File: config.mk
export PLATFORM = sky130hd
export DESIGN_NAME = pc_word_seq
export DESIGN_NICKNAME = d
export VERILOG_FILES = /design/src/rtl/pc_word_seq_pkg.sv /design/src/rtl/pc_word_ctrl.sv /design/src/rtl/pc_word_path.sv /design/src/rtl/pc_word_seq.sv
export SDC_FILE = /design/constraint.sdc
export NUM_CORES = 1
export LEC_CHECK = 0
export BUFFER_PORTS_ARGS = -buffer_cell sky130_fd_sc_hd__clkbuf_2
export CORE_MARGIN = 1.5
export CORE_UTILIZATION = 51
export DETAILED_ROUTE_END_ITERATION = 16
export PLACE_DENSITY = 0.78
export SLEW_MARGIN = 20
export SYNTH_ARGS = -nofsm -noshare
export SYNTH_HDL_FRONTEND = slang
export SYNTH_SLANG_ARGS = --single-unit
File: constraint.sdc
create_clock -name clk -period 3.08 [get_ports clk]
set_clock_uncertainty 0.05 [all_clocks]
set_input_delay 0.616 -clock clk [delete_from_list [all_inputs] [get_ports clk]]
set_output_delay 0.616 -clock clk [all_outputs]
set_load 0.02 [all_outputs]
File: src/rtl/pc_word_seq_pkg.sv
package pc_word_seq_pkg;

  // Strobes sent from the control part to the datapath each cycle.
  typedef struct packed {
    logic loadZero;   // clear the word counter
    logic addOffset;  // add the sign-extended immediate to the step
  } pcStrobes_t;

endpackage

File: src/rtl/pc_word_ctrl.sv
module pc_word_ctrl
  import pc_word_seq_pkg::*;
(
  input  logic       rst,
  input  logic       branchTaken,
  output pcStrobes_t strobes
);

  // Reset takes priority over a taken branch.
  always_comb begin
    strobes.loadZero  = rst;
    strobes.addOffset = branchTaken & ~rst;
  end

endmodule

File: src/rtl/pc_word_path.sv
module pc_word_path
  import pc_word_seq_pkg::*;
#(
  parameter int ADDR_W = 32,
  parameter int IMM_W  = 16
) (
  input  logic              clk,
  input  pcStrobes_t        strobes,
  input  logic [IMM_W-1:0]  branchImm,
  output logic [ADDR_W-1:0] fetchAddr
);

  localparam int WORD_W = ADDR_W - 2;
  localparam int EXT_W  = WORD_W - IMM_W;

  logic [WORD_W-1:0] wordPc;
  logic [WORD_W-1:0] offsetWords;
  logic [WORD_W-1:0] seqWords;
  logic [WORD_W-1:0] nextWords;

  // The immediate is already a word count: sign-extend it, never shift it.
  always_comb begin
    if (strobes.addOffset)
      offsetWords = {{EXT_W{branchImm[IMM_W-1]}}, branchImm};
    else
      offsetWords = '0;
    seqWords  = wordPc + WORD_W'(1);
    nextWords = seqWords + offsetWords;   // wraps modulo 2^WORD_W
  end

  always_ff @(posedge clk) begin
    if (strobes.loadZero)
      wordPc <= '0;
    else
      wordPc <= nextWords;
  end

  assign fetchAddr = {wordPc, 2'b00};

endmodule

File: src/rtl/pc_word_seq.sv
module pc_word_seq
  import pc_word_seq_pkg::*;
#(
  parameter int ADDR_W = 32,
  parameter int IMM_W  = 16
) (
  input  logic              clk,
  input  logic              rst,
  input  logic              branchTaken,
  input  logic [IMM_W-1:0]  branchImm,
  output logic [ADDR_W-1:0] fetchAddr
);

  pcStrobes_t strobes;

  pc_word_ctrl ctrl_i (
    .rst        (rst),
    .branchTaken(branchTaken),
    .strobes    (strobes)
  );

  pc_word_path #(
    .ADDR_W(ADDR_W),
    .IMM_W (IMM_W)
  ) path_i (
    .clk      (clk),
    .strobes  (strobes),
    .branchImm(branchImm),
    .fetchAddr(fetchAddr)
  );

endmodule

==> run summary <==
• 3.21 ns — required time of the critical path
• 182 — iteration-0 DRC count of the detailed router
• 0.00563 sq mm — Die Outline Area
• 0.00335 sq mm — final standard cell area without fillers
• 0.513 ns — worst hold slack after final layout
• 6 — biggest fanout along the worst timing path
• 63 — post-synthesis cell type count
• 51 — I/O pins
• 3.12 ns — data arrival time of the critical path
• 0 — share of synthesized flip-flops with an asynchronous set or reset
• 0.227 — fraction of synthesized cell area taken by the top area cell type
• 7.82 sq um — mean area per synthesized cell
• flop — kind of end point of the critical path
• sky130_fd_sc_hd__dfxtp_1 — post-synthesis cell type with the largest combined area
• 0.971 — Tcrit/Tclk final
• 5 — total iterations of the first detailed-routing run
• 5130 microns — detailed placement HPWL
• 0.524 — initial cell density of the core
• 0 — Final setup violation count
• 0 ns — final total negative setup slack
• 335 MHz — Fmax achieved
• 0.631 — slew margin rel.
• 7010 microns — aggregate routed wire length
• 0 — number of hold-repair buffers added at the cts stage
• 2 — worst-case clock buffer depth
• 14.4 microns — average routed wire per standard cell
• sky130_fd_sc_hd__clkbuf_8 — root buffer cell
• done — TritonCTS clock tree
• path_i.wordPc[0]$_SDFF_PP0_ — worst r2r src
• 2.99 ns — final period demand of the worst path
• 0 — count of max-cap constraint violations
• 0.47 ns — reg-to-reg setup timing slack
• path_i.wordPc — largest reg by FF count
• sky130_fd_sc_hd__nor2b_4 — crit-path most repeated cell
• 48 — number of buffers added on ports
• 0.00504 sq mm — core region area
• compound AO/OA/AOI/OAI gates — critical path's top delay family
• yes — RSZ-0062 raised after global routing
• 338 — cell count after synthesis
• 11100 microns — global-route wire length before repair
• 0 — ANT cells
• 49 — largest net degree at the start of global routing
• 450 — Net count, final
• path_i.wordPc[0]$_SDFF_PP0_ — endpoint of the worst hold path
• clkbuf_2 > nor2b_4 > nand2_1 > inv_1 > ha_1 > nor2b_4 > o2111ai_4 > a2111oi_4 > nor3_2 > o31a_1 > a31oi_1 > mux2_2 — CP cell instances
• input port — startpoint type of the worst setup path
• 10 — number of cells traversed by the worst register-to-register path
• 0 — count of flip-flops with a built-in enable after synthesis
• input port to flop — critical path type
• 0 — GR Overflow Total
• 0.227 — portion of the post-synthesis area used by sequential elements
• 75 microns — floorplan die width
• 26.6% — synthesis-to-finish area growth
• 0.07 ns — post-CTS clock slew at the launch and capture registers of the worst setup and hold paths
• 26 — number of rows in the core area
• 0 — Max Slew Vio Count
• path_i.wordPc[0]$_SDFF_PP0_ — critical hold path startpoint
• 1.53 nW — leakage component of the power
• path_i.wordPc (30) — top flop regs
• completed — status
• 0 — initial antenna violation count
• 0.265 mV — VDD IR-drop max
• 0.49 ns — Critical Path Max Stage Delay
• 0.888 — final weighted congestion of routability-driven global placement
• 0 — remaining routing DRC violations
• 30 — Largest register FFs
• 3 — number of instances on the worst hold path
• 0.29 ns — Skew-Pair Late Insertion Delay
• 0 — Yosys warning total
• 5 — number of buffers added by the clock tree synthesis step
• 2 — crit path buf inv count
• 1.18 mW — Overall Power
• 2446 — number of global-route vias before repair
• 0.00320 sq mm — post-detailed-placement cell area
• sky130_fd_sc_hd__a2111oi_4 — slowest CP cell
• flop to flop — worst hold path type
• 75 microns — vertical die dimension
• path_i.wordPc[22]$_SDFF_PP0_ — endpoint of the worst-slack reg-to-reg timing path
• 0.00264 sq mm — Mapped Area
• 30 — flip-flop and latch count after synthesis
• 0.664 — share of the core filled with cells
• sky130_fd_sc_hd__dfxtp_1 — Main synth FF type
• 0.540 ns — Tightest Pin Transition
• 30 — Sink Count
• 0 — antenna-violating nets left
• 0.258 — GRT Resource Usage Total
• 353 mW/mm^2 — cell area power density
• 2 — number of H-tree levels
• 0.300 — share of layout cells above drive strength 1
• sky130_fd_sc_hd__dfxtp_1, sky130_fd_sc_hd__ha_1, sky130_fd_sc_hd__nor2_1 — largest cells by area after synthesis
• 5.68 — Avg Vias per Cell
• 2761 — count of vias placed by the detailed router
• 0 — number of failing hold endpoints at the final stage
## synth_stat cells (all sizes together) (4+ instances only)
cell    number
xnor2       13
nand4        7
ha          15
and2        18
and3b        4
and3         6
nand3       13
nor3b        6
clkbuf      14
inv          5
buf          8
or3         10
o21ai       15
dfxtp       30
mux2         6
a21oi       19
a21o         6
nand2       23
nor3        14
nor2b       12
nor2        36
o31ai        5
a31oi        4
## logic make-up (layout without fill, tap and decap cells)
kind of cell	Yosys count	after routing	synth area share
DFF	30	30	0.227
and+or+nand+nor	161	162	0.334
adders and majority gates	16	16	0.0786
other	1	2	0.00142
muxes	9	9	0.0383
buffers and inverters	27	103	0.0464
AOI/OAI and AO/OA	78	78	0.221
xor gates and xnor gates	16	16	0.0530
## worst reg2reg max path: cells and delay by family (launching register included)
family	cells	cell delay, ns
AOI/OAI and AO/OA	4	0.93
adders and majority gates	2	0.48
buffers and inverters	1	0.06
DFF	1	0.31
muxes	2	0.60
and+or+nand+nor	1	0.06
## worst max path at each step
stage | slack [ns] | start | depth (start not counted) | endpoint
3_5_place_dp | -0.32 | branchTaken | 11 | path_i.wordPc[22]$_SDFF_PP0_
5_1_grt | -0.05 | branchTaken | 12 | path_i.wordPc[29]$_SDFF_PP0_
3_3_place_gp | -0.22 | branchTaken | 12 | path_i.wordPc[16]$_SDFF_PP0_
6_report | 0.09 | branchTaken | 12 | path_i.wordPc[29]$_SDFF_PP0_
4_1_cts | 0.08 | rst | 12 | path_i.wordPc[16]$_SDFF_PP0_
2_1_floorplan | -0.02 | branchTaken | 12 | path_i.wordPc[16]$_SDFF_PP0_
## cells in the final DEF (no fill, tap or decap), drive strengths merged, types with 14 or more instances in the layout
| cell type | count |
|---|---|
| ha | 15 |
| nor2 | 36 |
| nor3 | 14 |
| and2 | 18 |
| a21oi | 19 |
| o21ai | 15 |
| nand2 | 23 |
| clkbuf | 55 |
| buf | 42 |
| dfxtp | 30 |
## power by group
group          leakage [nW]  internal (mW)  switching (mW)  total [mW]
registers             0.246          0.422          0.0414       0.464
clock network        0.0482          0.180           0.162       0.343
logic                  1.24          0.164           0.211       0.375
## through the flow
| step | std cells | setup slack, ns |
|---|---|---|
| 2_1_floorplan | 339 | -0.0214 |
| 3_3_place_gp | 476 | -0.220 |
| 3_5_place_dp | 476 | -0.325 |
| 4_1_cts | 484 | 0.0833 |
| 5_1_grt | 486 | -0.0466 |
| 6_report | 486 | 0.0908 |
## area by class of cell
type / count / area (sq um)
multi-input combinational: 283 / 1980
fill: 444 / 1700
sequential: 30 / 601
timing repair buffer: 90 / 568
tap: 70 / 87.6
clock buffer: 7 / 86.3
inverter: 5 / 18.8
clock inverter: 1 / 5.00
## per-layer routing
layer / GRT usage / up-vias / wire [microns]
met3: 0.0589 / 6 / 354
li1: - / 1375 / -
met5: 0 / - / 0
met4: 0.0626 / 0 / 59
met2: 0.449 / 89 / 3530
met1: 0.322 / 1291 / 3060
## repair_timing
action,in CTS,in global routing
gates cloned,0,1
setup buffers,0,1
gates resized for setup,1,7
pin swaps,0,5
endpoints found under the setup margin,2,6
Power figures use the tool's default switching activity.
